### src/rtl/srcring_pkg.sv
package srcring_pkg;

  // descriptor word: flags in the top half-word, byte count below, address at the bottom
  typedef struct packed {
    logic [15:0] flags;
    logic [15:0] nbytes;
    logic [31:0] addr;
  } desc_t;

  localparam int unsigned DESC_LG   = 3;   // 8-byte descriptors
  localparam int unsigned FLG_CHAIN = 0;
  localparam int unsigned FLG_SWAP  = 1;
  localparam int unsigned FLG_ID_LO = 2;
  localparam int unsigned ID_W      = 16 - FLG_ID_LO;

  typedef enum logic [1:0] {ST_IDLE, ST_WAIT, ST_SEND} eng_state_t;

  typedef enum logic [2:0] {
    RA_BASE  = 3'd0,
    RA_SIZE  = 3'd1,
    RA_WRIDX = 3'd2,
    RA_CTRL  = 3'd3,
    RA_WMARK = 3'd4
  } reg_addr_t;

  // index i advanced by n inside a ring described by mask
  function automatic logic [15:0] ring_step(input logic [15:0] i, input logic [15:0] n,
                                            input logic [15:0] mask);
    return (i + n) & mask;
  endfunction

  // entries from b forward to a
  function automatic logic [15:0] ring_dist(input logic [15:0] a, input logic [15:0] b,
                                            input logic [15:0] mask);
    return (a - b) & mask;
  endfunction

  // slots the producer may still fill, keeping one empty
  function automatic logic [15:0] ring_room(input logic [15:0] rd, input logic [15:0] wr,
                                            input logic [15:0] mask);
    return (rd - wr - 16'd1) & mask;
  endfunction

  function automatic logic [16:0] beats_of(input logic [15:0] n, input int unsigned lg);
    logic [16:0] s;
    s = {1'b0, n} + 17'((32'd1 << lg) - 32'd1);
    return s >> lg;
  endfunction

endpackage

### src/rtl/srcring_regs.sv
module srcring_regs
  import srcring_pkg::*;
#(
  parameter int unsigned IDX_W = 4
) (
  input  logic             clk,
  input  logic             rst_n,
  input  logic             reg_we,
  input  logic [2:0]       reg_addr,
  input  logic [31:0]      reg_wdata,
  output logic [31:0]      ring_base,
  output logic [IDX_W-1:0] ring_mask,
  output logic [IDX_W-1:0] wr_idx,
  output logic [15:0]      max_len,
  output logic             swap_en,
  output logic [IDX_W:0]   wm_low,
  output logic [IDX_W:0]   wm_high,
  output logic             restart,
  output logic             ctrl_wr
);

  localparam int unsigned LG_W = $clog2(IDX_W + 1);

  logic [LG_W-1:0] size_lg;
  logic [LG_W-1:0] lg_wr;

  assign lg_wr     = (reg_wdata > 32'(IDX_W)) ? LG_W'(IDX_W) : reg_wdata[LG_W-1:0];
  assign ring_mask = IDX_W'({IDX_W{1'b1}} >> (IDX_W - 32'(size_lg)));
  assign restart   = reg_we && (reg_addr == RA_SIZE);
  assign ctrl_wr   = reg_we && (reg_addr == RA_CTRL);

  always_ff @(posedge clk) begin
    if (!rst_n) begin
      ring_base <= '0;
      size_lg   <= LG_W'(IDX_W);
      wr_idx    <= '0;
      max_len   <= 16'hFFFF;
      swap_en   <= 1'b0;
      wm_low    <= '0;
      wm_high   <= (IDX_W+1)'(1) << IDX_W;
    end else if (reg_we) begin
      case (reg_addr)
        RA_BASE:  ring_base <= reg_wdata;
        RA_SIZE: begin
          size_lg <= lg_wr;
          wr_idx  <= '0;
        end
        RA_WRIDX: wr_idx <= reg_wdata[IDX_W-1:0] & ring_mask;
        RA_CTRL: begin
          max_len <= reg_wdata[15:0];
          swap_en <= reg_wdata[16];
        end
        RA_WMARK: begin
          wm_low  <= reg_wdata[IDX_W:0];
          wm_high <= reg_wdata[16+IDX_W:16];
        end
        default: ;
      endcase
    end
  end

  AST_WR_IN_RING: assert property (@(posedge clk) disable iff (!rst_n) (wr_idx & ~ring_mask) == '0);
  AST_RESTART_ZERO: assert property (@(posedge clk) disable iff (!rst_n) restart |=> (wr_idx == '0));

endmodule

### src/rtl/srcring_wmark.sv
module srcring_wmark
  import srcring_pkg::*;
#(
  parameter int unsigned IDX_W = 4
) (
  input  logic [IDX_W-1:0] wr_idx,
  input  logic [IDX_W-1:0] rd_idx,
  input  logic [IDX_W-1:0] ring_mask,
  input  logic [IDX_W:0]   wm_low,
  input  logic [IDX_W:0]   wm_high,
  output logic [IDX_W-1:0] free_slots,
  output logic             low_hit,
  output logic             high_hit
);

  logic [15:0] pend16;
  logic [15:0] room16;
  logic [IDX_W:0] pending;

  always_comb begin
    pend16  = ring_dist(16'(wr_idx), 16'(rd_idx), 16'(ring_mask));
    room16  = ring_room(16'(rd_idx), 16'(wr_idx), 16'(ring_mask));
    pending = {1'b0, pend16[IDX_W-1:0]};
    free_slots = room16[IDX_W-1:0];
    low_hit  = pending <= wm_low;
    high_hit = pending >= wm_high;
  end

  logic unused_hi;
  assign unused_hi = ^{pend16[15:IDX_W], room16[15:IDX_W]};

endmodule

### src/rtl/srcring_engine.sv
module srcring_engine
  import srcring_pkg::*;
#(
  parameter int unsigned IDX_W   = 4,
  parameter int unsigned BEAT_LG = 3
) (
  input  logic                 clk,
  input  logic                 rst_n,
  input  logic [31:0]          ring_base,
  input  logic [IDX_W-1:0]     ring_mask,
  input  logic [IDX_W-1:0]     wr_idx,
  input  logic [15:0]          max_len,
  input  logic                 swap_en,
  input  logic                 restart,
  input  logic                 ctrl_wr,
  output logic                 desc_rd_en,
  output logic [31:0]          desc_rd_addr,
  input  logic [63:0]          desc_rd_data,
  output logic                 out_valid,
  input  logic                 out_ready,
  output logic [31:0]          out_addr,
  output logic [15:0]          out_bytes,
  output logic [16-BEAT_LG:0]  out_beats,
  output logic [ID_W-1:0]      out_id,
  output logic                 out_swap,
  output logic                 out_last,
  output logic                 done,
  output logic [15+IDX_W:0]    done_bytes,
  output logic [ID_W-1:0]      done_id,
  output logic [IDX_W-1:0]     rd_idx,
  output logic                 err_oversize
);

  localparam int unsigned SUM_W   = 16 + IDX_W;
  localparam int unsigned BEATS_W = 17 - BEAT_LG;

  eng_state_t       state;
  logic [IDX_W-1:0] fetch_idx;
  logic [IDX_W:0]   run_cnt;
  logic [SUM_W-1:0] acc_bytes;

  logic [31:0]      seg_addr;
  logic [15:0]      seg_bytes;
  logic [ID_W-1:0]  seg_id;
  logic             seg_swap;
  logic             seg_chain;
  logic             seg_over;

  desc_t d_in;
  assign d_in = desc_t'(desc_rd_data);

  // named events for the assertions
  logic fetch_go, seg_accept, seg_close, d_over;
  assign fetch_go   = (state == ST_IDLE) && (fetch_idx != wr_idx);
  assign seg_accept = (state == ST_SEND) && out_ready;
  assign seg_close  = seg_accept && !seg_chain;
  assign d_over     = d_in.nbytes > max_len;

  logic [15:0]      fetch16, rd16;
  logic [16:0]      beats17;
  logic [SUM_W-1:0] sum_nxt;

  always_comb begin
    fetch16 = ring_step(16'(fetch_idx), 16'd1, 16'(ring_mask));
    rd16    = ring_step(16'(rd_idx), 16'(run_cnt) + 16'd1, 16'(ring_mask));
    beats17 = beats_of(seg_bytes, BEAT_LG);
    sum_nxt = acc_bytes + SUM_W'(seg_bytes);
  end

  assign desc_rd_en   = fetch_go;
  assign desc_rd_addr = ring_base + (32'(fetch_idx) << DESC_LG);

  assign out_valid = (state == ST_SEND);
  assign out_addr  = seg_addr;
  assign out_bytes = seg_bytes;
  assign out_beats = beats17[BEATS_W-1:0];
  assign out_id    = seg_id;
  assign out_swap  = seg_swap;
  assign out_last  = !seg_chain;

  always_ff @(posedge clk) begin
    if (!rst_n) begin
      state      <= ST_IDLE;
      fetch_idx  <= '0;
      rd_idx     <= '0;
      run_cnt    <= '0;
      acc_bytes  <= '0;
      done       <= 1'b0;
      done_bytes <= '0;
      done_id    <= '0;
      seg_addr   <= '0;
      seg_bytes  <= '0;
      seg_id     <= '0;
      seg_swap   <= 1'b0;
      seg_chain  <= 1'b0;
      seg_over   <= 1'b0;
    end else if (restart) begin
      state     <= ST_IDLE;
      fetch_idx <= '0;
      rd_idx    <= '0;
      run_cnt   <= '0;
      acc_bytes <= '0;
      done      <= 1'b0;
    end else begin
      done <= 1'b0;
      case (state)
        ST_IDLE: if (fetch_go) state <= ST_WAIT;
        ST_WAIT: begin
          seg_addr  <= d_in.addr;
          seg_bytes <= d_over ? max_len : d_in.nbytes;
          seg_over  <= d_over;
          seg_chain <= d_in.flags[FLG_CHAIN];
          seg_swap  <= d_in.flags[FLG_SWAP] | swap_en;
          seg_id    <= d_in.flags[15:FLG_ID_LO];
          state     <= ST_SEND;
        end
        ST_SEND: if (out_ready) begin
          fetch_idx <= fetch16[IDX_W-1:0];
          state     <= ST_IDLE;
          if (seg_chain) begin
            run_cnt   <= run_cnt + 1'b1;
            acc_bytes <= sum_nxt;
          end else begin
            rd_idx     <= rd16[IDX_W-1:0];
            run_cnt    <= '0;
            acc_bytes  <= '0;
            done       <= 1'b1;
            done_bytes <= sum_nxt;
            done_id    <= seg_id;
          end
        end
        default: state <= ST_IDLE;
      endcase
    end
  end

  always_ff @(posedge clk) begin
    if (!rst_n)                      err_oversize <= 1'b0;
    else if (seg_accept && seg_over) err_oversize <= 1'b1;
    else if (ctrl_wr)                err_oversize <= 1'b0;
  end

  logic unused_hi;
  assign unused_hi = ^{fetch16[15:IDX_W], rd16[15:IDX_W], beats17[16:BEATS_W-1]};

  AST_SEG_HOLD: assert property (@(posedge clk) disable iff (!rst_n) (out_valid && !out_ready && !restart) |=> (out_valid && $stable(out_addr) && $stable(out_bytes) && $stable(out_id) && $stable(out_last)));
  AST_ONE_READ: assert property (@(posedge clk) disable iff (!rst_n) desc_rd_en |=> !desc_rd_en);
  AST_RD_ON_CLOSE: assert property (@(posedge clk) disable iff (!rst_n) !$stable(rd_idx) |-> ($past(seg_close) || $past(restart)));
  AST_DONE_ON_CLOSE: assert property (@(posedge clk) disable iff (!rst_n) done |-> $past(seg_close));
  AST_ERR_STICKY: assert property (@(posedge clk) disable iff (!rst_n) ($past(err_oversize) && !$past(ctrl_wr)) |-> err_oversize);

endmodule

### src/rtl/srcring_fetcher.sv
module srcring_fetcher
  import srcring_pkg::*;
#(
  parameter int unsigned IDX_W   = 4,
  parameter int unsigned BEAT_LG = 3
) (
  input  logic                clk,
  input  logic                rst_n,
  input  logic                reg_we,
  input  logic [2:0]          reg_addr,
  input  logic [31:0]         reg_wdata,
  output logic                desc_rd_en,
  output logic [31:0]         desc_rd_addr,
  input  logic [63:0]         desc_rd_data,
  output logic                out_valid,
  input  logic                out_ready,
  output logic [31:0]         out_addr,
  output logic [15:0]         out_bytes,
  output logic [16-BEAT_LG:0] out_beats,
  output logic [ID_W-1:0]     out_id,
  output logic                out_swap,
  output logic                out_last,
  output logic                done,
  output logic [15+IDX_W:0]   done_bytes,
  output logic [ID_W-1:0]     done_id,
  output logic [IDX_W-1:0]    hw_rd_idx,
  output logic [IDX_W-1:0]    free_slots,
  output logic                wm_low_hit,
  output logic                wm_high_hit,
  output logic                err_oversize
);

  logic [31:0]      ring_base;
  logic [IDX_W-1:0] ring_mask;
  logic [IDX_W-1:0] wr_idx;
  logic [15:0]      max_len;
  logic             swap_en;
  logic [IDX_W:0]   wm_low, wm_high;
  logic             restart, ctrl_wr;

  srcring_regs #(.IDX_W(IDX_W)) u_regs (
    .clk(clk), .rst_n(rst_n),
    .reg_we(reg_we), .reg_addr(reg_addr), .reg_wdata(reg_wdata),
    .ring_base(ring_base), .ring_mask(ring_mask), .wr_idx(wr_idx),
    .max_len(max_len), .swap_en(swap_en),
    .wm_low(wm_low), .wm_high(wm_high),
    .restart(restart), .ctrl_wr(ctrl_wr)
  );

  srcring_engine #(.IDX_W(IDX_W), .BEAT_LG(BEAT_LG)) u_eng (
    .clk(clk), .rst_n(rst_n),
    .ring_base(ring_base), .ring_mask(ring_mask), .wr_idx(wr_idx),
    .max_len(max_len), .swap_en(swap_en),
    .restart(restart), .ctrl_wr(ctrl_wr),
    .desc_rd_en(desc_rd_en), .desc_rd_addr(desc_rd_addr), .desc_rd_data(desc_rd_data),
    .out_valid(out_valid), .out_ready(out_ready),
    .out_addr(out_addr), .out_bytes(out_bytes), .out_beats(out_beats),
    .out_id(out_id), .out_swap(out_swap), .out_last(out_last),
    .done(done), .done_bytes(done_bytes), .done_id(done_id),
    .rd_idx(hw_rd_idx), .err_oversize(err_oversize)
  );

  srcring_wmark #(.IDX_W(IDX_W)) u_wm (
    .wr_idx(wr_idx), .rd_idx(hw_rd_idx), .ring_mask(ring_mask),
    .wm_low(wm_low), .wm_high(wm_high),
    .free_slots(free_slots), .low_hit(wm_low_hit), .high_hit(wm_high_hit)
  );

endmodule

### config.mk
export PLATFORM = sky130hd
export DESIGN_NAME = srcring_fetcher
export DESIGN_NICKNAME = d
export VERILOG_FILES = /design/src/rtl/srcring_pkg.sv /design/src/rtl/srcring_regs.sv /design/src/rtl/srcring_wmark.sv /design/src/rtl/srcring_engine.sv /design/src/rtl/srcring_fetcher.sv
export SDC_FILE = /design/constraint.sdc
export NUM_CORES = 1
export LEC_CHECK = 0
export ABC_AREA = 0
export BUFFER_PORTS_ARGS = -buffer_cell sky130_fd_sc_hd__buf_4
export CAP_MARGIN = 20
export CORE_MARGIN = 8
export CORE_UTILIZATION = 54
export CTS_BUF_LIST = sky130_fd_sc_hd__clkbuf_4 sky130_fd_sc_hd__clkbuf_8 sky130_fd_sc_hd__clkbuf_16
export DETAILED_ROUTE_END_ITERATION = 12
export GPL_ROUTABILITY_DRIVEN = 0
export PLACE_DENSITY_LB_ADDON = 0.3
export REMOVE_ABC_BUFFERS = 1
export SYNTH_ARGS = -nofsm -noshare
export SYNTH_HDL_FRONTEND = slang
export SYNTH_SLANG_ARGS = --single-unit
### constraint.sdc
create_clock -name clk -period 3.7 [get_ports clk]
set_input_delay 0.74 -clock clk [delete_from_list [all_inputs] [get_ports clk]]
set_output_delay 0.74 -clock clk [all_outputs]
set_load 0.005 [all_outputs]
# After elaboration in Yosys (flattened, before gate mapping)
# Index checks and enable logic that the tools add are counted.
[totals]
wordCells = 91
in_bits = 103
regBits = 202
out_inout_bits = 158
[op_classes]
muxes = 11
n_reduce_logical = 22
shift = 1
magnitude_cmp = 4
addsub = 11
bitwise_logic = 11
n_eq_ne = 9
[op_table]
columns = ["cell", "count"]
rows = [
  ["$add A32 B7 Y32", 1],
  ["$gt A32 B3 Y1 const B", 1],
  ["$shr A4 B32 Y4 const A", 1],
  ["$add A20 B16 Y20", 1],
  ["$and A4 B4 Y4", 5],
  ["$mux W20", 1],
  ["$add A16 B3 Y17 const B", 1],
  ["$gt A16 B16 Y1", 1],
  ["$mux W16", 1],
  ["$reduce_and A2 Y1", 8],
  ["$add A4 B1 Y4 const B", 2],
  ["$pmux W4 S2", 1],
  ["$sub A4 B4 Y4", 2],
  ["$eq A3 B2 Y1 const B", 2],
  ["$pmux W2 S3", 1],
  ["$add A5 B1 Y5 const B", 1],
  ["$ge A4 B5 Y1", 1],
  ["$le A4 B5 Y1", 1],
  ["$logic_and A1 B1 Y1", 5],
  ["$mux W5", 1],
  ["$not A1 Y1", 5],
  ["$add A4 B4 Y4", 1],
  ["$mux W2", 2],
  ["$ne A4 B4 Y1", 1],
  ["19 further kinds", 22],
]

# Logic depth before layout (Yosys ltp)
# Gate-level depths: netlist (run 1).
[logic_depth]
ltp_word = 4
ltp_mapped = 12
depth_no_buf = 12

# Modules after synthesis
# A second synthesis (run 1) with hierarchy kept.
[unflattened]
hier_cells = 1259
area_unflattened_um2 = 10020.9
[by_module_without_submodules]
columns = ["mod", "instances", "cells_per_inst", "area_each_um2", "seq_area_each_um2"]
rows = [
  ["srcring_engine", 1, 892, 7108.1, 2702.6],
  ["srcring_regs", 1, 313, 2498.6, 1321.3],
  ["srcring_wmark", 1, 54, 414.1, 0.0],
]

# Least setup slack after synthesis (run 1)
# Ideal clock, no wire load.
[synth_path]
path_kind = "reg2out"
startpoint = "reg u_regs.size_lg[0]"
endpoint = "out wm_low_hit"
required_time_ns = 2.960
t_arrival_ns = 2.324
n_path_buf = 0
stages_incl_launch_ff = 13
path_slack_ns = 0.636
cell_sequence = "dfxtp_1 > inv_1 > ha_1 > nor3b_1 > a21oi_1 > a21oi_1 > and2_1 > ha_1 > nor2b_1 > o21a_1 > o21ai_0 > a21oi_1 > o21bai_1"
[synth_via]
elab_chain_len = 4
[synth_rtl]
columns = ["item", "line", "source"]
rows = [
  ["start, declared", "srcring_regs.sv:24", "logic [LG_W-1:0] size_lg;"],
  ["start signal, assigned", "srcring_regs.sv:35", "size_lg <= LG_W'(IDX_W);"],
  ["start signal, assigned", "srcring_regs.sv:45", "size_lg <= lg_wr;"],
  ["$sub A3 B3 Y4", "srcring_regs.sv:28", "assign ring_mask = IDX_W'({IDX_W{1'b1}} >> (IDX_W - 32'(size_lg)));"],
  ["$shr A4 B32 Y4", "srcring_regs.sv:28", ""],
  ["$and A4 B4 Y4", "srcring_pkg.sv:35", "return (a - b) & mask;"],
  ["$le A4 B5 Y1", "srcring_wmark.sv:25", "low_hit = pending <= wm_low;"],
  ["end, declared", "srcring_fetcher.sv:28", "output logic wm_low_hit,"],
]
# No other way between the ends.

# Final worst setup path (run 1)
[layout_path]
startpoint = "reg u_regs.size_lg[1]"
endpoint = "out wm_high_hit"
[layout_via]
elab_chain_len = 4
[layout_rtl]
columns = ["item", "line", "source"]
rows = [
  ["$sub A3 B3 Y4", "srcring_regs.sv:28", ""],
  ["$shr A4 B32 Y4", "srcring_regs.sv:28", ""],
  ["$and A4 B4 Y4", "srcring_pkg.sv:35", ""],
  ["$ge A4 B5 Y1", "srcring_wmark.sv:26", "high_hit = pending >= wm_high;"],
  ["end, declared", "srcring_fetcher.sv:29", "output logic wm_high_hit,"],
]
# No other way between the ends.

==> results of run 1 <==
## path summary, 6_finish.rpt
path	slack, ns	to	start
max	0.11	wm_high_hit	u_regs.size_lg[1]
max reg2reg	0.97	u_eng.acc_bytes[18]	u_eng.out_bytes[4]
min	0.45	u_eng.done_bytes[7]	u_eng.done_bytes[7]
min reg2reg	0.45	u_eng.done_bytes[7]	u_eng.done_bytes[7]
## what timing repair did
item                                    4_1_cts  5_1_grt
endpoints found under the hold margin         0        0
buffers inserted                              0        4
endpoints found under the setup margin        6        9
cloned                                        0        0
gates resized for setup                      10       18
pin swaps                                     1        7
## power by group
part / internal [mW] / switching, mW / leakage, nW / total [mW]
logic: 0.194 / 0.211 / 3.57 / 0.405
clock network: 1.32 / 0.886 / 0.371 / 2.20
registers: 2.20 / 0.0349 / 1.63 / 2.23
total: 3.71 / 1.13 / 5.57 / 4.84
## metal layers
| layer | wire, µm | GRT usage (%) |
|---|---|---|
| met5 | 0 | 0 |
| met4 | 1010 | 8.95 |
| met3 | 2760 | 7.60 |
| met2 | 15100 | 44.4 |
| met1 | 11800 | 28.5 |
## state kept, by name, summed over array words and instances, names as in the netlist, 14 cells and up
register	flops
u_eng.acc_bytes	20
u_regs.max_len	16
u_eng.done_bytes	20
u_eng.out_addr	32
u_eng.out_bytes	16
u_regs.ring_base	32
u_eng.done_id	14
u_eng.out_id	14
## cell families (layout without fill, tap and decap cells)
| logic type | count (synthesis) | in the layout | synth area share (%) |
|---|---|---|---|
| and+or+nand+nor | 508 | 508 | 22.6 |
| AOI/OAI and AO/OA | 296 | 296 | 17.3 |
| DFF | 201 | 201 | 40.1 |
| buffers and inverters | 129 | 379 | 5.17 |
| xor gates and xnor gates | 61 | 61 | 5.32 |
| adders and majority gates | 58 | 58 | 7.50 |
| muxes | 20 | 20 | 1.99 |
## cell usage in the layout (no fill, tap or decap), drive strengths merged, types with 25 or more instances in the layout
cell type and n:
a21oi 173, buf 287, o21ai 37, nand2 296, xnor2 36, nor2 60, xor2 25, inv 53
nand3 42, dfxtp 201, clkbuf 30, ha 53
## final cells by class
class                           count  area (µm²)
Clock buffer                       30         659
Clock inverter                      9        76.3
Fill cell                        1489        5390
Inverter                           53         203
Multi-Input combinational cell    943        5600
Sequential cell                   201        4030
Tap cell                          234         293
Timing Repair Buffer              287        2200
## through the flow
| stage | setup slack, ns | hold slack (ns) | TNS, ns |
|---|---|---|---|
| after CTS | 0.0117 | 0.456 | 0 |
| after global routing | 0.0168 | 0.477 | 0 |
| after detailed placement | 0.408 | 0.448 | 0 |
| after floorplan | -0.332 | 0.433 | -1.93 |
| after global placement | 0.468 | 0.441 | 0 |
| final | 0.105 | 0.454 | 0 |
## tightest hold or removal path: stages, from the launching register on
cell	delay (ns)
dfxtp_1	0.31
nand2_1	0.05
a21oi_1	0.05
==> impl_summary.txt, run 1 <==
----------------------------------------------------
[CTS]
  Number of buffers created by CTS ... 23
  Root buf cell ... clkbuf_16
  Clock sinks ... ~200
  CTS tree ... done
  Source-to-sink clock delay at the later pin of the worst-skew pair ... around 0.5 ns
  Hold_buf cts ... 0
  Clock transition at path regs ... 0.06 ns
  H-tree levels ... 1
  Bufs on Longest Clock Path ... 3

[Drt]
  DRC violations left ... 0
  Mean routed wirelength per cell ... roughly 17 µm
  Residual antenna-violating net count after detailed routing ... 0
  Total wire length ... 30.7 mm
  Drt pass-1 iters ... 5
  Vias after detailed routing ... a little under 10000
  Vias per cell ... 5.54
  Initial detailed-routing violation count ... 655

[Critical path]
  Maximum cell stage delay along the critical path ... roughly 0.37 ns
  Type of the setup path with the least slack ... reg -> out
  Critical path's slowest cell ... maj3_1
  Worst endpoint required time ... between 2 and 3 ns
  Bufs and invs on worst path ... 4
  Cell depth of the worst setup path ... 12
  Crit Path Max Fanout ... 8
  Cell occurring most often along the worst timing path ... buf_4
  Type of destination of the critical path ... primary output
  Critical path's top delay family ... simple AND/OR/NAND/NOR gates
  Depth of the worst register-to-register path ... 8
  CP arrival ... ~2.9 ns
  Series of cell instances along the critical path ... inv_4 > ha_4 > nor3b_4 > a21oi_2 > buf_6 > or2_1 > buf_4 > nor2_4 > nand2_1 > maj3_1 > nor2_1 > buf_4
  Critical path startpoint category ... register

[Timing]
  Max-slew violation total from the final report ... 0
  Final worst path period need ... ~3.6 ns
  Unrepaired setup endpoints after global routing ... false
  Fraction of the cycle the final worst path needs ... between 90% and 100%
  Tightest slew margin relative to the limit ... between 40% and 50%
  Fmax ... approximately 0.28 GHz
  Setup violation total in the final timing report ... 0
  Number of failing hold endpoints at the final stage ... 0
  Pin slew with the least headroom to its limit ... 0.858 ns
  Setup Skew ... between 0.01 and 0.015 ns

[Synth]
  Most used standard cells in the synthesized netlist ... nand2_1, dfxtp_1, a21oi_1
  Synth Warn # ... 0
  Distinct cell type count after synthesis ... between 60 and 70
  Main flop type after synthesis ... dfxtp_1
  Flip-flop and latch count after synthesis ... about 200
  Sequential cell area fraction in the yosys report ... between 40% and 50%
  Ys async rst share ... 0%
  Synthesized area ... 10000 µm²
  Instance count of the mapped netlist ... about 1300
  Post-synth top area share ... roughly two fifths
  Avg Inst Size Synth ... 7.89 µm²
  Leading cell types by total area after synthesis ... dfxtp_1, nand2_1, a21oi_1
  Dominant cell type by area after synthesis ... dfxtp_1
  Cell with the most instances after synthesis ... nand2_1
  Number of enable flip-flop cells after synthesis ... 0

[Floorplanning]
  Std cell rows ... 50
  Chip height ... around 150 µm
  Placeable core region ... 18500 µm²
  Count of boundary I/O pins ... ~260
  Die Wd ... between 150 and 200 µm
  Initial core utilization ... 54.4%
  Die outline area ... 23200 µm²

[GRT]
  Global-route wire length before repair ... around 49 mm
  GRT Residual Overflow ... 0
  Initial antenna violation count ... 0
  Via count of the first global-routing pass ... between 9000 and 10000
  Global routing usage summed across all routing layers ... between 20% and 30%
  Pin count of the biggest net entering global routing ... between 70 and 80

[Layout]
  Layout cells sized above 1 ... between 20% and 30%
  Layout Utilization ... a little over two thirds
  Area growth, synth to finish ... 30.1%
  NumNets Final ... between 1500 and 2000
  Number of antenna cells inserted ... 0
  Final cell count without fillers ... approximately 1800
  Cell area after layout ... 13100 µm²

[Status]
  Outcome ... completed

[Power]
  Static leakage ... 5.57 nW
  VDD IR-drop max ... roughly 340 µV
  Power Total ... 4.84 mW
  Power density cells ... roughly 370 nW/µm²

[Placed design]
  Cell Area, Placed ... about 12000 µm²
  Number of port buffers ... between 200 and 300
  Half-perimeter wire length of the detailed placement result ... 22.4 mm
  Cell total after placement ... 1713

[Hold path]
  Worst Hold Class ... reg -> reg
  WHS Path Cells ... 2

[Run]
  Max-cap violations ... 0

----------------------------------------------------
Note: power is estimated with default switching activity, not from simulation.
==> run 2: changes to the inputs <==
--- a/config.mk
+++ b/config.mk
@@ -9,7 +9,7 @@
 export BUFFER_PORTS_ARGS = -buffer_cell sky130_fd_sc_hd__buf_4
 export CAP_MARGIN = 20
 export CORE_MARGIN = 8
-export CORE_UTILIZATION = 54
+export CORE_UTILIZATION = 53
 export CTS_BUF_LIST = sky130_fd_sc_hd__clkbuf_4 sky130_fd_sc_hd__clkbuf_8 sky130_fd_sc_hd__clkbuf_16
 export DETAILED_ROUTE_END_ITERATION = 12
 export GPL_ROUTABILITY_DRIVEN = 0
@@ -17,4 +17,5 @@
 export REMOVE_ABC_BUFFERS = 1
 export SYNTH_ARGS = -nofsm -noshare
 export SYNTH_HDL_FRONTEND = slang
+export SYNTH_HIERARCHICAL = 1
 export SYNTH_SLANG_ARGS = --single-unit
==> impl_summary.txt, run 2 <==
----------------------------------------------------
[Placed design]
  Worst setup slack before clock tree synthesis ... between 0.3 and 0.4 ns
  Cell Area, Placed ... roughly 12000 µm²
  Half-perimeter wire length of the detailed placement result ... roughly 22 mm
  Number of port buffers ... 260

[Timing]
  Final worst path period need ... 3.61 ns
  Total Neg Setup Slack ... 0 ns
  Setup Skew ... around 0.013 ns
  Tightest slew margin relative to the limit ... between 20% and 30%
  Max-slew violation total from the final report ... 0
  Pin slew with the least headroom to its limit ... approximately 1.1 ns
  Fmax ... 0.277 GHz
  Setup violation total in the final timing report ... 0
  Number of failing hold endpoints at the final stage ... 0
  Fraction of the cycle the final worst path needs ... slightly below 100%
  Worst setup slack after layout ... roughly 0.089 ns

[Layout]
  Area used by multi-input combinational logic ... ~5600 µm²
  Area growth, synth to finish ... 29.0%
  Layout cells sized above 1 ... 23.5%
  Sequential cell area ... 4030 µm²
  Cell area after layout ... between 10000 and 15000 µm²
  Most common cell after layout, fill and taps aside ... nand2_1
  Most frequent cells in the layout ... nand2_1, buf_4, dfxtp_1, a21oi_1, nand3_1
  NumNets Final ... approximately 1700
  Filler instances ... approximately 1600
  Number of antenna cells inserted ... 0

[Critical path]
  Critical path startpoint category ... register
  CP arrival ... around 2.9 ns
  Type of destination of the critical path ... primary output
  Depth of the worst register-to-register path ... 10
  Register-to-register path setup slack ... between 0.8 and 0.9 ns
  Startpoint of the most critical register-to-register path ... u_eng/out_bytes[0]
  Crit Path Max Fanout ... 6
  Worst endpoint required time ... between 2 and 3 ns
  Type of the setup path with the least slack ... reg -> out
  Worst r2r dst ... u_eng/acc_bytes[18]

[Synth]
  Number of enable flip-flop cells after synthesis ... 0
  Main flop type after synthesis ... dfxtp_1
  Most used standard cells in the synthesized netlist ... nand2_1, dfxtp_1, a21oi_1
  Synthesized area ... about 10000 µm²
  Avg Inst Size Synth ... around 8 µm²
  Flip-flop and latch count after synthesis ... 201
  Instance count of the mapped netlist ... around 1300
  Leading cell types by total area after synthesis ... dfxtp_1, nand2_1, a21oi_1
  Post-synth top area share ... between 40% and 50%
  Dominant cell type by area after synthesis ... dfxtp_1
  Sequential cell area fraction in the yosys report ... around two fifths
  Distinct cell type count after synthesis ... 75
  Synth Warn # ... 6
  Ys async rst share ... 0%
  Cell with the most instances after synthesis ... nand2_1

[Run]
  Max-cap violations ... 0

[GRT]
  Initial antenna violation count ... 1
  Pin count of the biggest net entering global routing ... 76
  Global routing usage summed across all routing layers ... approximately 24%
  Via count of the first global-routing pass ... around 9400
  GRT Residual Overflow ... 0
  Global-route wire length before repair ... 47.5 mm

[Hold path]
  WHS Path Cells ... 2
  Worst Hold Class ... reg -> reg
  Min-Delay Startpoint ... u_eng/done_id[1]
  Hold Path End ... u_eng/done_id[1]

[Drt]
  Residual antenna-violating net count after detailed routing ... 0
  DRC violations left ... 0
  Drt pass-1 iters ... 5
  Vias per cell ... between 5 and 6
  Initial detailed-routing violation count ... about 500
  Vias after detailed routing ... just under 10000
  Mean routed wirelength per cell ... approximately 17 µm
  Total wire length ... 29.9 mm

[CTS]
  Source-to-sink clock delay at the later pin of the worst-skew pair ... approximately 0.50 ns
  Hold_buf cts ... 0
  Bufs on Longest Clock Path ... 3
  Clock sinks ... approximately 200
  CTS tree ... done
  Root buf cell ... clkbuf_16
  H-tree levels ... 1
  Clock transition at path regs ... 0.06 ns
  Number of buffers created by CTS ... 23

[Floorplanning]
  Die Wd ... around 150 µm
  Placeable core region ... approximately 19000 µm²
  Count of boundary I/O pins ... 261
  Die outline area ... 23600 µm²
  Chip height ... 154 µm
  Std cell rows ... 50
  Initial core utilization ... between 50% and 60%

[Power]
  Static leakage ... about 5.6 nW
  VDD IR-drop max ... 345 µV
  Power density cells ... approximately 380 nW/µm²

[Status]
  Outcome ... completed

----------------------------------------------------
==> run 2: cell count changes in the layout (fill, tap and decap cells not counted), sizes merged, moves of 5 or more <==
| cell | before | now |
|---|---|---|
| buf | 287 | 278 |
| nand2b | 7 | 13 |
| nand2 | 296 | 317 |
| inv | 53 | 47 |
| nor3 | 21 | 12 |
| o211ai | 24 | 5 |
| nor2 | 60 | 43 |
| or4 | 7 | 2 |
| nand3 | 42 | 53 |
| a22o | 0 | 5 |
| and2 | 6 | 11 |
==> run 2: area by class of cell <==
class | instances | share of cell area (%)
inverters | 47 | 1.37
repair buffers | 278 | 16.2
multi-input cells | 946 | 43.5
flip-flops and latches | 201 | 31.2
clock inverters | 9 | 0.581
well taps | 234 | 2.27
clock buffers | 28 | 4.84
==> run 2: report_power, final <==
| part | switching [mW] | leakage [nW] | total [mW] | internal (mW) |
|---|---|---|---|---|
| Clock | 0.869 | 0.350 | 2.13 | 1.26 |
| Combinational | 0.249 | 3.61 | 0.472 | 0.223 |
| Sequential | 0.0449 | 1.63 | 2.26 | 2.21 |
==> run 2: cell families (layout without fill, tap and decap cells) <==
family,Yosys count,in the layout,synth area share (%)
AO/OA/AOI/OAI,280,280,16.3
XOR/XNOR,67,67,5.86
adder cells (fa/ha/maj),57,57,7.42
buffers and inverters,112,362,4.79
flip-flops,201,201,40.2
multiplexers,18,18,1.81
AND/OR/NAND/NOR,524,524,23.7
==> run 2: timing repair <==
item,in CTS,in global routing
gates resized for setup,9,14
endpoints found under the setup margin,2,2
pin swaps,0,3
buffers inserted,0,3
==> run 2: worst max path at each step <==
stage	cells past startpoint	end	start
global placement	11	wm_low_hit	u_regs/size_lg[0]
detailed placement	11	wm_low_hit	u_regs/size_lg[0]
floorplan	4	u_eng/out_bytes[0]	reg_addr[1]
CTS	12	wm_low_hit	u_regs/size_lg[0]
global route	12	wm_low_hit	u_regs/size_lg[0]
finish	12	wm_low_hit	u_regs/size_lg[0]
==> run 2: critical path, stage by stage (launching register included) <==
cell	delay [ns]
dfxtp_2	0.36
inv_2	0.11
ha_4	0.19
nand4bb_4	0.15
o21ai_4	0.14
a21boi_2	0.23
nor2b_4	0.21
ha_4	0.22
nor2b_2	0.16
nor4b_2	0.29
a2111oi_2	0.06
a21oi_1	0.13
buf_4	0.13
==> run 2: through the flow <==
step	total power, mW	instances	util [%]	hold WS, ns
5_1_grt	5.04	1743	69.3	0.471
3_5_place_dp	2.76	1703	64.9	0.447
2_1_floorplan	2.49	1194	-	0.433
4_1_cts	4.89	1740	68.8	0.455
3_3_place_gp	2.76	1703	64.9	0.442
6_report	4.86	1743	69.3	0.454
==> run 2: routing by layer <==
layer	GRT usage, %	part of all wire (%)	vias to the layer above
li1	-	-	4773
met5	0	0.050	-
met1	27.9	40	4532
met2	41.7	49	317
met3	6.50	7.0	70
met4	8.87	3.5	2
